File: config.mk
export PLATFORM = sky130hd
export DESIGN_NAME = i2c_refslave
export DESIGN_NICKNAME = d
export VERILOG_FILES = /design/src/rtl/i2c_refslave.sv
export SDC_FILE = /design/constraint.sdc
export NUM_CORES = 1
export LEC_CHECK = 0
export ABC_AREA = 0
export ABC_CLOCK_PERIOD_IN_PS = 3900
export BUFFER_PORTS_ARGS = -buffer_cell sky130_fd_sc_hd__buf_2
export CORE_UTILIZATION = 30
export DETAILED_ROUTE_END_ITERATION = 6
export PLACE_DENSITY = 0.43
export SETUP_SLACK_MARGIN = 0.2
export SKIP_CTS_REPAIR_TIMING = 1
export SLEW_MARGIN = 5
export SYNTH_ARGS = -nofsm -noshare
export SYNTH_HDL_FRONTEND = slang
export SYNTH_SLANG_ARGS = --single-unit
File: constraint.sdc
create_clock -name clk -period 3.9 [get_ports clk]
set_clock_uncertainty 0.1 [all_clocks]
set_input_delay 0.78 -clock clk [delete_from_list [all_inputs] [get_ports clk]]
set_output_delay 0.78 -clock clk [all_outputs]
set_load 0.05 [all_outputs]
File: src/rtl/i2c_refslave.sv
module i2c_refslave #(
  parameter logic [5:0] ADDR_PREFIX   = 6'b111010,
  parameter logic [7:0] GC_RESET_CODE = 8'h06
) (
  input  logic       clk,
  input  logic       rst_n,
  input  logic       scl_i,
  input  logic       sda_i,
  input  logic       addr_strap,
  output logic       sda_pull,
  output logic [7:0] byte_data,
  output logic       byte_valid,
  output logic       soft_rst_pulse,
  output logic       hs_mode
);
  typedef enum logic [1:0] {S_IDLE, S_RECV, S_ACK, S_SKIP} state_t;
  typedef enum logic [1:0] {K_ADDR, K_DATA, K_GC} kind_t;

  logic       scl_m, scl_s, scl_q, sda_m, sda_s, sda_q;
  logic [6:0] shreg;
  logic [3:0] cnt;
  logic       ack_en, go_on;
  state_t     state;
  kind_t      kind;

  wire scl_rise  = scl_s & ~scl_q;
  wire scl_fall  = ~scl_s & scl_q;
  wire start_det = scl_s & scl_q & sda_q & ~sda_s;
  wire stop_det  = scl_s & scl_q & ~sda_q & sda_s;
  wire [7:0] full = {shreg, sda_s};
  wire own_hit   = (full[7:1] == {ADDR_PREFIX, addr_strap}) && !full[0];
  wire gc_hit    = (full == 8'h00);
  wire mc_hit    = (full[7:3] == 5'b00001);

  always_ff @(posedge clk or negedge rst_n) begin
    if (!rst_n) begin
      {scl_m, scl_s, scl_q} <= 3'b111;
      {sda_m, sda_s, sda_q} <= 3'b111;
    end else begin
      {scl_m, scl_s, scl_q} <= {scl_i, scl_m, scl_s};
      {sda_m, sda_s, sda_q} <= {sda_i, sda_m, sda_s};
    end
  end

  always_ff @(posedge clk or negedge rst_n) begin
    if (!rst_n) begin
      state          <= S_IDLE;
      kind           <= K_ADDR;
      shreg          <= '0;
      cnt            <= '0;
      ack_en         <= 1'b0;
      go_on          <= 1'b0;
      sda_pull       <= 1'b0;
      byte_data      <= '0;
      byte_valid     <= 1'b0;
      soft_rst_pulse <= 1'b0;
      hs_mode        <= 1'b0;
    end else begin
      byte_valid     <= 1'b0;
      soft_rst_pulse <= 1'b0;
      if (stop_det) begin
        state    <= S_IDLE;
        sda_pull <= 1'b0;
        hs_mode  <= 1'b0;
      end else if (start_det) begin
        state    <= S_RECV;
        kind     <= K_ADDR;
        cnt      <= '0;
        sda_pull <= 1'b0;
      end else begin
        case (state)
          S_RECV: begin
            if (scl_rise && cnt != 4'd8) begin
              shreg <= full[6:0];
              cnt   <= cnt + 4'd1;
              if (cnt == 4'd7) begin
                case (kind)
                  K_ADDR: begin
                    ack_en <= own_hit | gc_hit;
                    go_on  <= own_hit | gc_hit;
                    kind   <= gc_hit ? K_GC : K_DATA;
                    if (mc_hit) hs_mode <= 1'b1;
                  end
                  K_DATA: begin
                    ack_en     <= 1'b1;
                    go_on      <= 1'b1;
                    byte_data  <= full;
                    byte_valid <= 1'b1;
                  end
                  default: begin
                    ack_en         <= 1'b1;
                    go_on          <= 1'b0;
                    soft_rst_pulse <= (full == GC_RESET_CODE);
                  end
                endcase
              end
            end else if (scl_fall && cnt == 4'd8) begin
              state    <= S_ACK;
              sda_pull <= ack_en;
            end
          end
          S_ACK: begin
            if (scl_fall) begin
              sda_pull <= 1'b0;
              cnt      <= '0;
              state    <= go_on ? S_RECV : S_SKIP;
            end
          end
          default: ;
        endcase
      end
    end
  end
endmodule

======== After elaboration in Yosys (flattened, before gate mapping) ========
Cells that the tools add are included.
word-level totals
  bits in registers ....................... 35
  bits in latches ......................... 0
  memory bits (writable) .................. 0
  ROM bits ................................ 0
  bits of input ports ..................... 5
  output and inout bits ................... 12
  word-level logic and storage cells ...... 116
  memories kept ........................... 0
operators by class
  add/sub/neg operators ................... 1
  $mul .................................... 0
  div/mod/pow operators ................... 0
  $lt $le $gt $ge ......................... 0
  equality and inequality tests ........... 15
  shift operators ......................... 0
  mux-type cells .......................... 44
  bitwise gates (word level) .............. 14
  reductions and logical operators ........ 25
operator list
  cell                   number
  $mux W1                25
  $mux W2                12
  $reduce_bool A2 Y1     9
  $ne A4 B4 Y1 const B   4
  $mux W4                3
  $reduce_and A4 Y1      3
  $reduce_and A6 Y1      2
  $reduce_and A5 Y1      2
  $eq A8 B3 Y1 const B   1
  $logic_not A8 Y1       1
  $pmux W4 S2            1
  $and A1 B1 Y1          7
  $eq A7 B7 Y1           1
  $ne A3 B3 Y1 const B   2
  $not A1 Y1             6
  $eq A5 B1 Y1 const B   1
  $add A4 B1 Y4 const B  1
  $eq A2 B1 Y1 const B   2
  $eq A4 B3 Y1 const B   1
  $eq A4 B4 Y1 const B   1
  $pmux W1 S2            2
  $pmux W2 S2            1
  $reduce_bool A4 Y1     1
  $logic_and A1 B1 Y1    3
  7 further kinds        7

======== Depth between registers and ports, before layout ========
  depth in word-level cells ............... 8
  depth in mapped cells ................... 7
  gate-level depth less buffers ........... 6

======== Least setup slack after synthesis ========
No wires, ideal clock.
  path type ............................... register to register
  start ................................... register state[1]
  end ..................................... register byte_data[0]
  library setup time ...................... 125 ps
  arrival ................................. 1,655 ps
  data required time ...................... 3,675 ps
  slack ................................... 2,020 ps
  cell stages (with the launch flop) ...... 8
  buffers on the path ..................... 1
  clock period less this slack ............ 1,880 ps
  cell sequence ........................... dfrtp_1 -> inv_1 -> ha_1 -> nand3b_4 -> nor4_1 -> and2_1 -> buf_6 -> mux2_4
on the way
  cells in the longest elaborated chain, start to end .. 2
RTL lines
  item                                RTL line  RTL
  from (decl)                         23        state_t state;
  from (signal assigned)              106       state <= go_on ? S_RECV : S_SKIP;
  $eq A2 B1 Y1                        71        case (state)
  $reduce_and A6 Y1 (no source line)  -
  to (signal assigned)                87        byte_data <= full;
  to (decl)                           11        output logic [7:0] byte_data,
No other way between the ends.
A chain may end at the register's enable or synchronous reset.

======== Worst setup path after layout ========
Ends and elaborated chain as after synthesis.

==> impl_metrics.env <==
export IMPL_synth_top_area_cell="dfrtp_1"
export IMPL_max_slew_margin=0.489
export IMPL_dpl_hpwl_um=2370
export IMPL_setup_tns_ps=0
export IMPL_grt_overflow=0
export IMPL_status="finished clean"
export IMPL_cts_buffers=5
export IMPL_synth_distinct_cells=48
export IMPL_cts_root_buf="clkbuf_8"
export IMPL_start_kind="register"
export IMPL_hold_path_class="register to register"
export IMPL_p_sw_frac=0.330
export IMPL_power_leakage_nw=0.902
export IMPL_fmax_mhz=424
export IMPL_nFillCells=532
export IMPL_clock_sinks=35
export IMPL_tightestPinTransition_ps=766
export IMPL_insertion_delay_ps=290
export IMPL_drc_errors=0
export IMPL_p_switching_uw=324
export IMPL_setup_viol=0
export IMPL_die_h_um=77.1
export IMPL_rsz0062_at_grt="no"
export IMPL_wire_per_inst_um=14.9
export IMPL_portBuffers=16
export IMPL_placed_area_sq_mm=0.00183
export IMPL_nets=156
export IMPL_final_cell_area_sq_mm=0.00192
export IMPL_via_per_inst=4.86
export IMPL_synth_area_per_cell_sq_um=13.3
export IMPL_clockPowerShare=0.261
export IMPL_finalHoldViolCount=0
export IMPL_core_area_sq_mm=0.00527
export IMPL_synth_edf_count=0
export IMPL_power_density_mw_per_mm2=512
export IMPL_synth_seq_area_share=0.523
export IMPL_dp_cells=210
export IMPL_drive_gt1_frac=0.392
export IMPL_fin_crit_sh=0.605
export IMPL_worst_setup_path_end_kind="register"
export IMPL_layout_common_cells="dfrtp_1 (29), buf_2 (16), inv_1 (8), mux2_4 (8)"
export IMPL_final_cells=218
export IMPL_dr_first_iter_drc_count=81
export IMPL_ys_seq_elements=35
export IMPL_syn_area_sq_mm=0.00169
export IMPL_synthCells=127
export IMPL_ir_drop_mv=0.191
export IMPL_critPathSlowestCell="and2_1"
export IMPL_grt_max_degree=36
export IMPL_combinationalPowerShare=0.290
export IMPL_internal_power_uw=657
export IMPL_final_max_slew_viol_count=0
export IMPL_crit_type="register to register"
export IMPL_firstDrtPassIters=4
export IMPL_cap_violations=0
export IMPL_die_x_um=77.1
export IMPL_final_common_cell="dfrtp_1"
export IMPL_postRouteAntennaNets=0
export IMPL_synth_top_area_share=0.429
export IMPL_cp_required_ps=3980
export IMPL_total_power_uw=981
export IMPL_ioPinCount=17
export IMPL_die_area_sq_mm=0.00594
export IMPL_cp_arrival_ps=2430
export IMPL_cp_cell_sequence="inv_1, ha_1, nand3b_4, nor4_1, and2_1, mux2_4"
export IMPL_clockBufferDepth=2
export IMPL_grt_pass1_wl_um=5530
export IMPL_htreeDepth=2
export IMPL_floorplan_rows=26
export IMPL_place_gp_congestion=0.766
export IMPL_cpPeakStageDelay_ps=580
export IMPL_synth_area_leaders="dfrtp_1 (43%), dfstp_2 (9.3%), mux2_4 (7.1%)"
export IMPL_ys_warn_count=0
export IMPL_crit_fanout=9
export IMPL_grt_usage=0.124
export IMPL_cts_tree="done"
export IMPL_async_flop_share=1.00
export IMPL_routed_wl_um=3250
export IMPL_antennaDiodeCount=0
export IMPL_grt_pass1_vias=1119
export IMPL_num_vias=1060
export IMPL_cts_clk_slew_worst_paths_ps=70
export IMPL_area_growth_pct=13.3
export IMPL_antenna_found_initial=0
export IMPL_initial_core_util=0.321
export IMPL_syn_nets=136
export IMPL_period_minus_slack_ps=2360
export IMPL_seqPwrFrac=0.449
export IMPL_synth_ff_type="dfrtp_1"
## layout make-up
class	count	area (sq um)	share of cell area
inverters	9	33.8	0.0176
well taps	70	87.6	0.0457
multi-input cells	80	746	0.389
repair buffers	16	80.1	0.0418
flip-flops and latches	35	883	0.461
clock buffers	6	72.6	0.0379
clock inverters	2	12.5	0.00653
## routing by layer
layer	up-vias	GRT usage	routed length (um)
met2	20	0.184	1440
met5	-	0	0
met1	522	0.165	1590
met3	6	0.0429	168
li1	512	-	-
met4	0	0.0453	46
## path summary, 6_finish.rpt
check                      startpoint            to  depth (start not counted)  slack (ps)
min in group asynchronous       rst_n        cnt[3]                          1         450
setup reg to reg             state[1]  byte_data[0]                          6        1540
hold / removal                  scl_m         scl_s                          0         260
setup / recovery             state[1]  byte_data[0]                          6        1540
hold reg to reg                 scl_m         scl_s                          0         260
max in group asynchronous       rst_n      sda_pull                          1        2750
## registers in the layout, indices dropped and copies added, names as in the netlist
register	cells
byte_data	8
shreg	7
cnt	4
kind	2
state	2
ack_en	1
byte_valid	1
go_on	1
hs_mode	1
scl_m	1
scl_q	1
scl_s	1
sda_m	1
sda_pull	1
sda_q	1
sda_s	1
soft_rst_pulse	1
## logic make-up after synthesis
kind of cell	count (synthesis)	synth area share
compound gates	21	0.127
xor+xnor	2	0.0104
fa+ha+maj	4	0.0296
buf+inv	12	0.0363
flops	35	0.523
mux	18	0.136
simple gates	35	0.138
## power by group through the flow
stage                     Combinational (mW)  Clock (mW)  Sequential, mW
after global routing                   0.314       0.283           0.447
after floorplan                        0.230           0           0.434
after CTS                              0.287       0.266           0.441
after detailed placement               0.285           0           0.448
after global placement                 0.279           0           0.446
final                                  0.285       0.256           0.440
## cell usage after synthesis, drive strengths merged (2+ instances only)
library cell and n:
dfrtp 29, mux2 16, inv 9, nand2 7, dfstp 6, nor2 5, ha 4, nor4 4
buf 3, nand3 3, o31ai 3, a22o 2, a22oi 2, and4b 2, mux2i 2, nand2b 2
nand4b 2, o221a 2, o31a 2, or3 2, or4 2
## worst max-delay path: cells and delay by family (launching register included)
kind	cells	cell delay (ps)
simple gates	3	1060
buf+inv	1	60
fa+ha+maj	1	280
mux	1	350
flops	1	390
## metrics by stage
step,setup WS [ps],hold slack [ps],util
finish,1540,257,0.363
global route,1390,261,0.363
CTS,1520,258,0.363
detailed placement,1540,248,0.347
global placement,1670,246,0.347
floorplan,2020,245,-
Note: power is estimated with default switching activity, not from simulation.
